<file path="src/rtl/mtx_pkg.sv">
package mtx_pkg;

    localparam int PRE_LEN_W = 4;

    typedef enum logic [1:0] {
        S_IDLE = 2'd0,
        S_ARM  = 2'd1,
        S_PRE  = 2'd2,
        S_DATA = 2'd3
    } mtx_state_e;

    typedef enum logic [1:0] {
        PAT_ONES  = 2'b00,
        PAT_ZEROS = 2'b01,
        PAT_ZO    = 2'b10,
        PAT_OZ    = 2'b11
    } mtx_pat_e;

    typedef struct packed {
        logic                 inv;
        logic [PRE_LEN_W-1:0] len;
        mtx_pat_e             pat;
    } mtx_cfg_t;

endpackage

</file>
<file path="src/rtl/mtx_pre_gen.sv">
module mtx_pre_gen
    import mtx_pkg::*;
#(
    parameter int IDX_W = PRE_LEN_W
) (
    input  mtx_pat_e           pat,
    input  logic [IDX_W-1:0]   idx,
    output logic               bit_o
);

    always_comb begin
        unique case (pat)
            PAT_ONES:  bit_o = 1'b1;
            PAT_ZEROS: bit_o = 1'b0;
            PAT_ZO:    bit_o = idx[0];
            PAT_OZ:    bit_o = ~idx[0];
        endcase
    end

endmodule

</file>
<file path="src/rtl/mtx_shift.sv">
module mtx_shift #(
    parameter int DATA_W = 8
) (
    input  logic              clk,
    input  logic              rst_n,
    input  logic              load,
    input  logic [DATA_W-1:0] din,
    input  logic              shift,
    output logic              cur_bit,
    output logic              next_bit
);

    logic [DATA_W-1:0] sh_q;

    always_ff @(posedge clk or negedge rst_n) begin
        if (!rst_n) begin
            sh_q <= '0;
        end else if (load) begin
            sh_q <= din;
        end else if (shift) begin
            sh_q <= {1'b0, sh_q[DATA_W-1:1]};
        end
    end

    assign cur_bit  = sh_q[0];
    assign next_bit = sh_q[1];

endmodule

</file>
<file path="src/rtl/mtx_seq.sv">
module mtx_seq
    import mtx_pkg::*;
#(
    parameter int DATA_W = 8,
    localparam int BW    = $clog2(DATA_W)
) (
    input  logic                 clk,
    input  logic                 rst_n,
    input  logic                 in_valid,
    input  logic                 half_tick,
    input  mtx_cfg_t             cfg_in,
    input  logic                 pre_bit,
    input  logic                 data_cur,
    input  logic                 data_next,
    output logic                 load,
    output logic                 shift,
    output logic [PRE_LEN_W-1:0] pre_idx_next,
    output mtx_pat_e             pat_q,
    output logic                 line_q,
    output logic                 busy,
    output logic                 ready
);

    localparam logic [BW-1:0]        LAST_BIT = BW'(DATA_W - 1);
    localparam logic [PRE_LEN_W-1:0] ONE_L    = PRE_LEN_W'(1);

    mtx_state_e           state_q, state_n;
    mtx_cfg_t             cfg_q;
    logic                 half_q, half_n;
    logic [PRE_LEN_W-1:0] pidx_q, pidx_n;
    logic [BW-1:0]        bidx_q, bidx_n;
    logic                 line_n;

    assign load  = in_valid && (state_q == S_IDLE);
    assign ready = (state_q == S_IDLE);
    assign busy  = (state_q != S_IDLE);
    assign pat_q = cfg_q.pat;
    assign pre_idx_next = pidx_n;

    // next-state and next line value
    always_comb begin
        state_n = state_q;
        half_n  = half_q;
        pidx_n  = pidx_q;
        bidx_n  = bidx_q;
        shift   = 1'b0;
        line_n  = line_q;
        unique case (state_q)
            S_IDLE: begin
                line_n = 1'b1;
                if (load) begin
                    state_n = S_ARM;
                    half_n  = 1'b0;
                    pidx_n  = '0;
                    bidx_n  = '0;
                end
            end
            S_ARM: begin
                if (half_tick) begin
                    half_n = 1'b0;
                    if (cfg_q.len != '0) begin
                        state_n = S_PRE;
                        line_n  = pre_bit ^ cfg_q.inv;
                    end else begin
                        state_n = S_DATA;
                        line_n  = data_cur ^ cfg_q.inv;
                    end
                end
            end
            S_PRE: begin
                if (half_tick) begin
                    if (!half_q) begin
                        half_n = 1'b1;
                        line_n = ~line_q;
                    end else begin
                        half_n = 1'b0;
                        if (pidx_q == cfg_q.len - ONE_L) begin
                            state_n = S_DATA;
                            line_n  = data_cur ^ cfg_q.inv;
                        end else begin
                            pidx_n = pidx_q + ONE_L;
                            line_n = pre_bit ^ cfg_q.inv;
                        end
                    end
                end
            end
            S_DATA: begin
                if (half_tick) begin
                    if (!half_q) begin
                        half_n = 1'b1;
                        line_n = ~line_q;
                    end else begin
                        half_n = 1'b0;
                        if (bidx_q == LAST_BIT) begin
                            state_n = S_IDLE;
                            line_n  = 1'b1;
                        end else begin
                            bidx_n = bidx_q + BW'(1);
                            shift  = 1'b1;
                            line_n = data_next ^ cfg_q.inv;
                        end
                    end
                end
            end
        endcase
    end

    // state register
    always_ff @(posedge clk or negedge rst_n) begin
        if (!rst_n) begin
            state_q <= S_IDLE;
            half_q  <= 1'b0;
            pidx_q  <= '0;
            bidx_q  <= '0;
            cfg_q   <= '0;
        end else begin
            state_q <= state_n;
            half_q  <= half_n;
            pidx_q  <= pidx_n;
            bidx_q  <= bidx_n;
            if (load) begin
                cfg_q <= cfg_in;
            end
        end
    end

    // output register
    always_ff @(posedge clk or negedge rst_n) begin
        if (!rst_n) begin
            line_q <= 1'b1;
        end else begin
            line_q <= line_n;
        end
    end

endmodule

</file>
<file path="src/rtl/manchester_tx.sv">
module manchester_tx
    import mtx_pkg::*;
#(
    parameter int DATA_W = 8
) (
    input  logic                 clk,
    input  logic                 rst_n,
    input  logic [DATA_W-1:0]    in_data,
    input  logic                 in_valid,
    output logic                 in_ready,
    input  logic                 half_tick,
    input  logic                 cfg_inv,
    input  logic [PRE_LEN_W-1:0] cfg_pre_len,
    input  logic [1:0]           cfg_pre_pat,
    output logic                 line_out,
    output logic                 busy
);

    mtx_cfg_t             cfg_in;
    logic                 load, shift;
    logic                 pre_bit, data_cur, data_next;
    logic [PRE_LEN_W-1:0] pre_idx_next;
    mtx_pat_e             pat_q;

    assign cfg_in.inv = cfg_inv;
    assign cfg_in.len = cfg_pre_len;
    assign cfg_in.pat = mtx_pat_e'(cfg_pre_pat);

    mtx_seq #(.DATA_W(DATA_W)) u_seq (
        .clk          (clk),
        .rst_n        (rst_n),
        .in_valid     (in_valid),
        .half_tick    (half_tick),
        .cfg_in       (cfg_in),
        .pre_bit      (pre_bit),
        .data_cur     (data_cur),
        .data_next    (data_next),
        .load         (load),
        .shift        (shift),
        .pre_idx_next (pre_idx_next),
        .pat_q        (pat_q),
        .line_q       (line_out),
        .busy         (busy),
        .ready        (in_ready)
    );

    mtx_pre_gen #(.IDX_W(PRE_LEN_W)) u_pre (
        .pat   (pat_q),
        .idx   (pre_idx_next),
        .bit_o (pre_bit)
    );

    mtx_shift #(.DATA_W(DATA_W)) u_shift (
        .clk      (clk),
        .rst_n    (rst_n),
        .load     (load),
        .din      (in_data),
        .shift    (shift),
        .cur_bit  (data_cur),
        .next_bit (data_next)
    );

endmodule

</file>
<file path="config.mk">
export PLATFORM = sky130hd
export DESIGN_NAME = manchester_tx
export DESIGN_NICKNAME = d
export VERILOG_FILES = /design/src/rtl/mtx_pkg.sv /design/src/rtl/mtx_pre_gen.sv /design/src/rtl/mtx_shift.sv /design/src/rtl/mtx_seq.sv /design/src/rtl/manchester_tx.sv
export SDC_FILE = /design/constraint.sdc
export NUM_CORES = 1
export LEC_CHECK = 0
export BUFFER_PORTS_ARGS = -buffer_cell sky130_fd_sc_hd__buf_2
export CORE_MARGIN = 2
export CORE_UTILIZATION = 45
export DETAILED_ROUTE_END_ITERATION = 10
export PLACE_DENSITY_LB_ADDON = 0.1
export SLEW_MARGIN = 20
export SYNTH_ARGS = -nofsm -noshare
export SYNTH_HDL_FRONTEND = slang
export SYNTH_SLANG_ARGS = --single-unit
</file>
<file path="constraint.sdc">
create_clock -name clk -period 2.16 [get_ports clk]
set_clock_uncertainty 0.1 [all_clocks]
set_input_delay 0.216 -clock clk [delete_from_list [all_inputs] [get_ports clk]]
set_output_delay 0.216 -clock clk [all_outputs]
set_load 0.01 [all_outputs]
</file>
### After elaboration in Yosys (flattened, before gate mapping)

Index checks and enable logic that the tools add are counted.

* bits in registers: 26
* input bits: 19
* output and inout port bits: 3

* add/subtract/negate cells: 3
* equal/unequal tests: 19
* mux-type cells: 41
* bitwise logic cells: 5
* reductions and logical operators: 14

Operators by type and width (number)
* $mux W1: 17
* $mux W2: 8
* $mux W4: 4
* $mux W8: 2
* $mux W3: 4
* $ne A2 B1 Y1 const B: 6
* $ne A2 B2 Y1 const B: 5
* $reduce_and A5 Y1: 2
* $eq A2 B2 Y1 const B: 4
* $pmux W1 S4: 2
* $pmux W2 S4: 1
* $pmux W4 S2: 1
* $reduce_and A8 Y1: 1
* $reduce_bool A2 Y1: 4
* $pmux W3 S2: 1
* $reduce_and A3 Y1: 2
* $add A4 B1 Y4 const B: 1
* $eq A2 B1 Y1 const B: 2
* $eq A4 B4 Y1: 1
* $logic_not A2 Y1: 2
* $reduce_bool A4 Y1: 1
* $sub A4 B1 Y4 const B: 1
* $add A3 B1 Y3 const B: 1
* $eq A3 B3 Y1 const B: 1
* other kinds (5): 8

### Depth between registers and ports, before layout

Gate-level depths: netlist of run 1.

* depth after elaboration: 13
* gate-level depth with buffers: 9
* gate-level depth less buffers: 8

### Hierarchy

Synthesis of run 1 repeated with hierarchy kept, for this count alone.

* cells, all modules: 152
* area, all modules: 1551.5 um^2

By module, submodules not included
* mtx_seq: times used 1, cells an instance 116, area each 1159.9 um^2, seq. area each 451.7 um^2
* mtx_shift: times used 1, cells an instance 34, area each 369.1 um^2, seq. area each 200.2 um^2
* mtx_pre_gen: times used 1, cells an instance 2, area each 22.5 um^2, seq. area each 0.0 um^2

### Worst setup path before layout of run 1

Ideal clock, no wire load.

* kind: register to register
* from: register u_seq.state_q[0]
* to: register u_seq.line_q
* library setup time: 77 ps
* data arrival time: 2050 ps
* required time: 1983 ps
* slack: -66 ps
* stages on the path, launching flop included: 10
* path buffers: 1
* period minus slack after synthesis: 2226 ps
* cells stage by stage: dfrtp_1 inv_1 ha_1 clkbuf_1 mux2i_1 a21o_1 a32o_2 a211oi_2 xnor2_1 a2bb2o_4

* longest elaborated chain between the ends: 11
* elaborated cells on any way between the ends: 20

Ends and longest elaborated chain
* start, declared: RTL line mtx_seq.sv:27 `mtx_state_e state_q, state_n;`
* start signal, assigned: RTL line mtx_seq.sv:117 `state_q <= state_n;`
* $logic_not A2 Y1 (*)
* named net in_ready: RTL line manchester_tx.sv:10 `output logic in_ready,`
* $logic_and A1 B1 Y1: RTL line mtx_seq.sv:34 `assign load = in_valid && (state_q == S_IDLE);`
* $mux W4: RTL line mtx_seq.sv:51 `if (load) begin`
* $pmux W4 S2: RTL line mtx_seq.sv:48 `unique case (state_q)`
* $not A1 Y1: RTL line mtx_pre_gen.sv:16 `PAT_OZ: bit_o = ~idx[0];`
* $pmux W1 S4: RTL line mtx_pre_gen.sv:12 `unique case (pat)`
* $xor A1 B1 Y1: RTL line mtx_seq.sv:63, mtx_seq.sv:82
* $mux W1: RTL line mtx_seq.sv:77 `if (pidx_q == cfg_q.len - ONE_L) begin`
* $mux W1: RTL line mtx_seq.sv:72 `if (!half_q) begin`
* $mux W1: RTL line mtx_seq.sv:71 `if (half_tick) begin`
* $pmux W1 S4 (*): RTL line mtx_seq.sv:48
* end signal, assigned: RTL line mtx_seq.sv:132 `line_q <= line_n;`
* end, declared: RTL line mtx_seq.sv:19 `output logic line_q,`

Mark *: on every way through the listed nets, which the timed path passes. The rest lies on a longest branch. The select of a mux whose other input is x is not followed.
A chain may end at the register's enable or synchronous reset.

### Worst setup path after layout of run 1

* from: register u_seq.pidx_q[2]
* to: register u_seq.line_q

* longest elaborated chain between the ends: 12
* elaborated cells on any way between the ends: 14

Ends and longest elaborated chain
* start, declared: RTL line mtx_seq.sv:30 `logic [PRE_LEN_W-1:0] pidx_q, pidx_n;`
* start signal, assigned: RTL line mtx_seq.sv:119 `pidx_q <= pidx_n;`
* $eq A4 B4 Y1 (*): RTL line mtx_seq.sv:77
* $mux W4: RTL line mtx_seq.sv:77
* $mux W4: RTL line mtx_seq.sv:72
* $mux W4: RTL line mtx_seq.sv:71
* $pmux W4 S2: RTL line mtx_seq.sv:48
* $not A1 Y1: RTL line mtx_pre_gen.sv:16
* $pmux W1 S4: RTL line mtx_pre_gen.sv:12
* $xor A1 B1 Y1: RTL line mtx_seq.sv:63, mtx_seq.sv:82
* $mux W1: RTL line mtx_seq.sv:77
* $mux W1: RTL line mtx_seq.sv:72
* $mux W1: RTL line mtx_seq.sv:71
* $pmux W1 S4 (*): RTL line mtx_seq.sv:48

Mark *: on every way between the ends. The rest lies on a longest branch, timed or not. The select of a mux whose other input is x is not followed.

==> results.json, run 1 <==
{
  "p_sw_mw": 1.15,
  "syn_area_um2": 1670,
  "drt_pre_antenna_iters": 4,
  "grt.total_usage_pct": 17.9,
  "num_antenna_cells": 0,
  "root_buffer": "clkbuf_8",
  "synthCells": 179,
  "gp_congestion": 0.855,
  "hp-class": "primary input to register",
  "ios": 22,
  "r2r_end": "u_seq.line_q",
  "path_cells": "xnor3_1 -> and3_1 -> a32o_2 -> a211oi_2 -> xnor2_1 -> a2bb2o_4",
  "synthXorXnorAreaFrac_pct": 5.55,
  "critPathRequiredTime_ns": 2.27,
  "overflow": 0,
  "synth_compound_area_share_pct": 17.6,
  "crit_fanout": 5,
  "cts_inserted_buffers": 3,
  "synthMuxAreaShare_pct": 11.9,
  "status": "complete, no violations",
  "hp-start": "cfg_pre_len[1]",
  "num-nets-final": 238,
  "grt_max_degree": 27,
  "criticalPathCategory": "register to register",
  "yosys_warnings": 0,
  "worst_path_max_delay_cell": "xnor3_1",
  "cts.sinks": 26,
  "worstPathArrival_ns": 2.15,
  "vias": 1372,
  "cp_top_family": "compound AO/OA/AOI/OAI gates",
  "syn_area_per_cell_um2": 9.32,
  "die_w_um": 64.9,
  "finalSetupViolations": 0,
  "holdPathStages": 2,
  "tightest_slew_ns": 0.585,
  "drive_above_1_share_pct": 25.4,
  "power_density_nw_per_um2": 1420,
  "synth_ff_type": "dfrtp_1",
  "internal_power_mw": 1.66,
  "slowest_delay_ns": 0.43,
  "slew_violations": 0,
  "switching_share_pct": 40.9,
  "p_leak_nw": 0.967,
  "holdPathEnd": "u_seq.cfg_q[3]",
  "initial_core_util_pct": 46.3,
  "core_region_area_um2": 3610,
  "yosys.area_share.adder_pct": 6.75,
  "grt_pass1_wl_um": 5890,
  "cp-startpoint": "u_seq.pidx_q[2]",
  "pre_cts_ws_ns": 0.0661,
  "async_flop_share_pct": 100,
  "final_util_pct": 54.8,
  "max_cap_violations": 0,
  "synth-simple-area-share_pct": 15.5,
  "synth_edf_count": 0,
  "synth-seq-cells": 26,
  "p_comb_share_pct": 58.1,
  "synth-seq-area-share_pct": 39.1,
  "nFillCells": 345,
  "reg2reg_depth": 6,
  "postRouteAntennaNets": 0,
  "design_power_total_mw": 2.80,
  "cts_tree": "yes",
  "fin_crit_ns": 2.04,
  "ys_types": 39,
  "syn_to_final_growth_pct": 18.4,
  "synth_top_family_by_area": "compound AO/OA/AOI/OAI gates",
  "path_clk_slew_ns": 0.09,
  "row_count": 22,
  "hold_viol": 0,
  "htree_levels": 1,
  "hpwl_um": 2620,
  "synth_nets": 207,
  "grt_antenna_before_repair": 0,
  "worst_slack_ns": 0.118,
  "port_buffers": 21,
  "critPathBufInv": 0,
  "drt-initial-drc-count": 56,
  "clock_latency_ns": 0.27,
  "post_cts.repair.setup_buffers": 0,
  "pwr-share-clk_pct": 10.0,
  "worstReg2RegStart": "u_seq.pidx_q[2]",
  "ir_drop_v": 0.000633,
  "slew_headroom_pct": 61.0,
  "endpoint_kind": "register",
  "grt_pass1_vias": 1303,
  "clock_path_buffers": 2,
  "worstSetupStartpointType": "register",
  "fmax_ghz": 0.490,
  "die_y_um": 64.9,
  "dieArea_um2": 4210,
  "routed_wl_um": 3430,
  "reg2reg_slack_ns": 0.12,
  "p_seq_share_pct": 31.9,
  "drc": 0,
  "via_per_inst": 5.34,
  "period_share_pct": 94.5,
  "wl_per_cell_um": 13.4
}
[final cells by class]
type	instances	area, um^2	area share (%)
timing repair buffer	33	210	10.6
multi-input combinational	137	973	49.3
tap	48	60.1	3.04
sequential	26	652	33.0
clock buffer	4	45.0	2.28
inverter	9	33.8	1.71
[worst max path at each step]
| stage | to | slack (ns) | cells past startpoint |
|---|---|---|---|
| after floorplan | u_seq.line_q | 0.01 | 9 |
| after global routing | u_seq.state_q[0] | -0.01 | 8 |
| after global placement | u_seq.line_q | 0.13 | 8 |
| after CTS | u_seq.line_q | 0.04 | 8 |
| after detailed placement | u_seq.line_q | 0.07 | 8 |
| final | u_seq.line_q | 0.12 | 6 |
[power by group through the flow]
stage | clock network, mW | registers (mW) | logic, mW
3_3_place_gp | 0 | 0.894 | 1.52
6_report | 0.280 | 0.893 | 1.63
3_5_place_dp | 0 | 0.904 | 1.57
5_1_grt | 0.320 | 0.924 | 1.83
2_1_floorplan | 0 | 0.849 | 1.19
4_1_cts | 0.293 | 0.894 | 1.58
[kinds of logic after synthesis]
| group | count (synthesis) |
|---|---|
| simple gates | 55 |
| compound gates | 45 |
| flops | 26 |
| mux | 19 |
| buf+inv | 16 |
| xor+xnor | 9 |
| fa+ha+maj | 9 |
[cells in the mapped netlist (3+ instances only)]
cell type  instances  area [um^2]
nand2b_1           4         25.0
mux2_2             7         78.8
xor2_1             4         35.0
ha_1               9          113
and3_1             4         25.0
nand2_1           16         60.1
o221ai_1           3         26.3
inv_1              9         33.8
nor2_1            16         60.1
dfrtp_1           25          626
xnor2_1            4         35.0
nor3_1             6         30.0
clkbuf_1           5         18.8
o21ai_0           13         65.1
mux2i_1           12          120
a21oi_1           15         75.1
[per-stage QoR]
step	cell area (um^2)	instances	TNS (ns)	hold slack (ns)
finish	1970	257	0	0.0675
floorplan	1670	179	0	-0.180
global placement	1900	252	0	0.160
detailed placement	1900	252	0	0.156
CTS	1960	257	0	0.0647
global route	1970	257	-0.0103	0.0576
[layer usage]
metal / up-vias / track usage, % / wire (um)
met3: 5 / 2.60 / 119
met2: 28 / 29.5 / 1570
met5: - / 0 / 0
li1: 695 / - / -
met1: 644 / 24.6 / 1690
met4: 0 / 4.79 / 43
[flip-flops by register name, summed over array words and instances (netlist names)]
name and flops:
u_seq.bidx_q 3, u_seq.half_q 1, u_seq.cfg_q 5, u_seq.pat_q 2, u_seq.pidx_q 4, u_seq.line_q 1
u_seq.state_q 2, u_shift.sh_q 8
[placed cells by master, fill, tap and decap left out, types with 2 or more instances in the layout]
master / netlist / final
a21oi_1: 15 / 15
mux2i_1: 12 / 12
xor2_1: 4 / 4
clkbuf_8: 0 / 3
buf_4: 0 / 10
mux2_2: 7 / 7
a31oi_1: 2 / 2
nand3_1: 2 / 2
o21a_1: 2 / 2
ha_1: 9 / 8
and3_1: 4 / 4
nor3_1: 6 / 5
dfrtp_1: 25 / 25
nor2_1: 16 / 16
buf_2: 1 / 21
o21ai_1: 1 / 2
o21ai_0: 13 / 12
inv_1: 9 / 9
o221ai_1: 3 / 3
nand2b_1: 4 / 4
nand2_1: 16 / 15
xnor2_1: 4 / 4
[timing repair]
item,in CTS,in global routing
endpoints found under the setup margin,0,4
endpoints found under the hold margin,25,0
resized for setup,0,7
hold buffers,1,0
(Power assumes the default switching activity.)
==> run 2, diff against run 1 <==
- CORE_MARGIN: 2 -> 8
==> results.json, run 2 (synthesized netlist as in run 1, its figures left out) <==
{
  "grt_max_degree": 27,
  "routed_wl_um": 3750,
  "worst_slack_ns": 0.0667,
  "p_leak_nw": 0.997,
  "gp_congestion": 0.837,
  "reg_top3": "u_shift.sh_q (8), u_seq.cfg_q (5), u_seq.pidx_q (4)",
  "largest_reg_flops": 8,
  "syn_to_final_growth_pct": 23.9,
  "criticalPathCategory": "register to register",
  "port_buffers": 21,
  "stdcell_area_um2": 2070,
  "clock_latency_ns": 0.27,
  "drt-initial-drc-count": 63,
  "slew_violations": 0,
  "core_region_area_um2": 3610,
  "nFillCells": 338,
  "cts_inserted_buffers": 3,
  "num_antenna_cells": 0,
  "ir_drop_v": 0.000591,
  "finalSetupViolations": 0,
  "root_buffer": "clkbuf_8",
  "status": "complete, no violations",
  "hpwl_um": 2810,
  "grt_pass1_wl_um": 6550,
  "dieArea_um2": 5910,
  "grt_antenna_before_repair": 0,
  "worstPathArrival_ns": 2.21,
  "vias": 1402,
  "cts_tree": "yes",
  "path_clk_slew_ns": 0.09,
  "initial_core_util_pct": 46.3,
  "max_cap_violations": 0,
  "drc": 0,
  "max_flop_register": "u_shift.sh_q",
  "fin_crit_ns": 2.09,
  "num-nets-final": 241,
  "grt_pass1_vias": 1442,
  "design_power_total_mw": 3.06,
  "drt_pre_antenna_iters": 4,
  "drive_above_1_share_pct": 30.7,
  "critPathRequiredTime_ns": 2.27,
  "die_y_um": 76.9,
  "hold_viol": 0,
  "worstSetupStartpointType": "register",
  "crit_fanout": 3,
  "power_density_nw_per_um2": 1480,
  "tightest_slew_ns": 0.603,
  "row_count": 22,
  "period_share_pct": 96.9,
  "postRouteAntennaNets": 0,
  "postPlaceCellArea_um2": 1900,
  "fmax_ghz": 0.478,
  "final_util_pct": 57.3,
  "tns_ns": 0,
  "wl_per_cell_um": 14.4,
  "grt.total_usage_pct": 13.0,
  "pre_cts_ws_ns": 0.0140,
  "die_w_um": 76.9,
  "hp-class": "primary input to register",
  "final_cell_mix": "dfrtp_1, buf_2, nor2_1",
  "htree_levels": 1,
  "endpoint_kind": "register",
  "via_per_inst": 5.39,
  "overflow": 0,
  "final_common_cell": "dfrtp_1",
  "ios": 22,
  "cts.sinks": 26,
  "clock_path_buffers": 2,
  "slew_headroom_pct": 59.8
}
## run 2: power breakdown
| group | internal [mW] | switching, mW | total (mW) |
|---|---|---|---|
| Combinational | 0.892 | 0.853 | 1.75 |
| Clock | 0.248 | 0.160 | 0.408 |
| Sequential | 0.702 | 0.206 | 0.908 |
| Total | 1.84 | 1.22 | 3.06 |
## run 2: through the flow
stage | instances | hold WS, ns
global route | 260 | 0.0676
finish | 260 | 0.0692
CTS | 257 | 0.0647
detailed placement | 252 | 0.160
global placement | 252 | 0.159
floorplan | 179 | -0.180
## run 2: cell type report
cell class,count,area [um^2],area share [%]
clock inverters,1,30.0,1.45
multi-input cells,137,1010,49.1
repair buffers,36,233,11.3
clock buffers,3,41.3,2.00
flip-flops and latches,26,653,31.6
well taps,48,60.1,2.91
inverters,9,33.8,1.64
## run 2: routing by layer
layer	up-vias	global-route usage, %	share of wire [%]
li1	700	-	-
met1	663	16.4	47
met2	35	21.6	48
met3	4	3.15	4.5
met4	0	3.08	0.88
met5	-	0	0
## run 2: timing repair
action | CTS | global route
pin swaps | 0 | 5
endpoints found under the setup margin | 2 | 6
endpoints found under the hold margin | 25 | 0
hold buffers | 1 | 0
gates resized for setup | 2 | 11
setup buffers | 0 | 3
## run 2: path summary, 6_finish.rpt
| path | start | endpoint | slack, ns | cells after the start |
|---|---|---|---|---|
| max | u_seq.bidx_q[0] | u_seq.line_q | 0.07 | 8 |
| min | cfg_pre_len[0] | u_seq.cfg_q[2] | 0.07 | 2 |
| max reg2reg | u_seq.bidx_q[0] | u_seq.line_q | 0.07 | 8 |
| min reg2reg | u_seq.pat_q[1] | u_seq.pat_q[1] | 0.41 | 1 |
| max in group asynchronous | rst_n | u_seq.bidx_q[0] | 1.16 | 2 |
| min in group asynchronous | rst_n | u_seq.pidx_q[3] | 0.37 | 2 |
## run 2: critical path, cell delays in order (launching register included)
cell and delay [ns]:
dfrtp_2 0.43, ha_1 0.21, ha_1 0.21, nand2b_1 0.15, a21oi_1 0.19, o21ai_0 0.12, o21a_1 0.22, nor3b_2 0.18
a2bb2o_4 0.23
==> run 3, diff against run 2 <==
- CAP_MARGIN: default -> 20
- SETUP_SLACK_MARGIN: default -> 0.4
==> results.json, run 3 (synthesized netlist as in run 1, its figures left out) <==
{
  "drt_pre_antenna_iters": 4,
  "wl_per_cell_um": 16.0,
  "cts_inserted_buffers": 3,
  "num-nets-final": 256,
  "tightest_slew_ns": 0.621,
  "reg_top3": "u_shift.sh_q (8), u_seq.cfg_q (5), u_seq.pidx_q (4)",
  "vias": 1507,
  "final_util_pct": 67.1,
  "grt_max_degree": 27,
  "tns_ns": 0,
  "crit_fanout": 3,
  "fmax_ghz": 0.483,
  "slew_headroom_pct": 58.6,
  "htree_levels": 1,
  "clock_path_buffers": 2,
  "worstPathArrival_ns": 2.20,
  "period_share_pct": 96.0,
  "routed_wl_um": 4400,
  "hold_viol": 0,
  "criticalPathCategory": "register to register",
  "stdcell_area_um2": 2420,
  "slew_violations": 0,
  "cts_tree": "yes",
  "cts.sinks": 26,
  "port_buffers": 21,
  "power_density_nw_per_um2": 1490,
  "drt-initial-drc-count": 94,
  "postRouteAntennaNets": 0,
  "worst_slack_ns": 0.0875,
  "grt_pass1_wl_um": 7130,
  "root_buffer": "clkbuf_8",
  "status": "complete, no violations",
  "clock_latency_ns": 0.27,
  "hp-class": "primary input to register",
  "final_common_cell": "dfrtp_1",
  "initial_core_util_pct": 46.3,
  "syn_to_final_growth_pct": 45.0,
  "worstSetupStartpointType": "register",
  "grt_setup_unrepaired": "true",
  "place_inst": 247,
  "via_per_inst": 5.48,
  "ir_drop_v": 0.000716,
  "num_antenna_cells": 0,
  "max_cap_violations": 0,
  "nFillCells": 274,
  "endpoint_kind": "register",
  "row_count": 22,
  "drc": 0,
  "critPathRequiredTime_ns": 2.29,
  "seqCellArea_um2": 652,
  "grt.total_usage_pct": 14.4,
  "drive_above_1_share_pct": 47.1,
  "path_clk_slew_ns": 0.10,
  "grt_antenna_before_repair": 0,
  "die_y_um": 76.9,
  "finalSetupViolations": 0,
  "largest_reg_flops": 8,
  "final_cell_mix": "dfrtp_1, buf_2, buf_4",
  "gp_congestion": 0.836,
  "instances_no_fill": 275,
  "core_region_area_um2": 3610,
  "dieArea_um2": 5910,
  "hpwl_um": 2830,
  "grt_pass1_vias": 1550,
  "pre_cts_ws_ns": 0.0310,
  "fin_crit_ns": 2.07,
  "p_leak_nw": 1.10,
  "max_flop_register": "u_shift.sh_q",
  "overflow": 0,
  "multi_input_area_um2": 1180,
  "ios": 22,
  "die_w_um": 76.9,
  "postPlaceCellArea_um2": 1900
}
==> run 3: layout make-up <==
type / instances / share of cell area [%]
multi-input cells: 137 / 49.0
repair buffers: 51 / 17.6
inverters: 9 / 1.71
flip-flops and latches: 26 / 27.0
clock buffers: 4 / 2.28
well taps: 48 / 2.48
==> run 3: metal layers <==
metal	global-route usage (%)	share of wire, %
met1	16.9	43
met2	25.0	50
met3	3.38	4.9
met4	5.00	2.1
met5	0	0
==> run 3: per-stage QoR <==
step                      total power, mW  hold WS, ns
after global routing                 3.85       0.0736
final                                3.61       0.0685
after global placement               2.43        0.165
after detailed placement             2.50        0.164
after floorplan                      2.16       -0.180
after CTS                            3.29       0.0699
==> run 3: worst max-delay path, stage by stage, from the launching register on <==
cell and delay, ns:
dfrtp_1 0.40, inv_2 0.09, ha_1 0.15, nor3b_1 0.33, nand2_1 0.15, o21ai_0 0.28
mux2i_2 0.15, nor3b_2 0.18, a2bb2o_4 0.20
==> run 3: repair_timing <==
| action | in CTS | in global routing |
|---|---|---|
| gates cloned | 1 | 0 |
| setup buffers | 19 | 3 |
| hold endpoints to repair | 25 | 0 |
| hold buffers | 1 | 0 |
| resized for setup | 28 | 27 |
| pin swaps | 10 | 6 |
| endpoints found under the setup margin | 19 | 26 |
==> run 3: path summary, 6_finish.rpt <==
kind	cells after the start	to	from	slack, ns
max reg2reg	8	u_seq.line_q	u_seq.cfg_q[3]	0.09
max	8	u_seq.line_q	u_seq.cfg_q[3]	0.09
min	2	u_seq.cfg_q[5]	cfg_pre_len[3]	0.07
min in group asynchronous	2	u_seq.state_q[0]	rst_n	0.38
min reg2reg	1	u_seq.pat_q[1]	u_seq.pat_q[1]	0.41
max in group asynchronous	2	u_seq.cfg_q[6]	rst_n	1.18
==> run 3: where the power goes <==
| part | total, mW | internal (mW) | leakage, nW | switching, mW |
|---|---|---|---|---|
| registers | 0.911 | 0.702 | 0.314 | 0.209 |
| clock network | 0.326 | 0.163 | 0.0288 | 0.163 |
| logic | 2.38 | 1.27 | 0.756 | 1.11 |
| total | 3.61 | 2.13 | 1.10 | 1.48 |
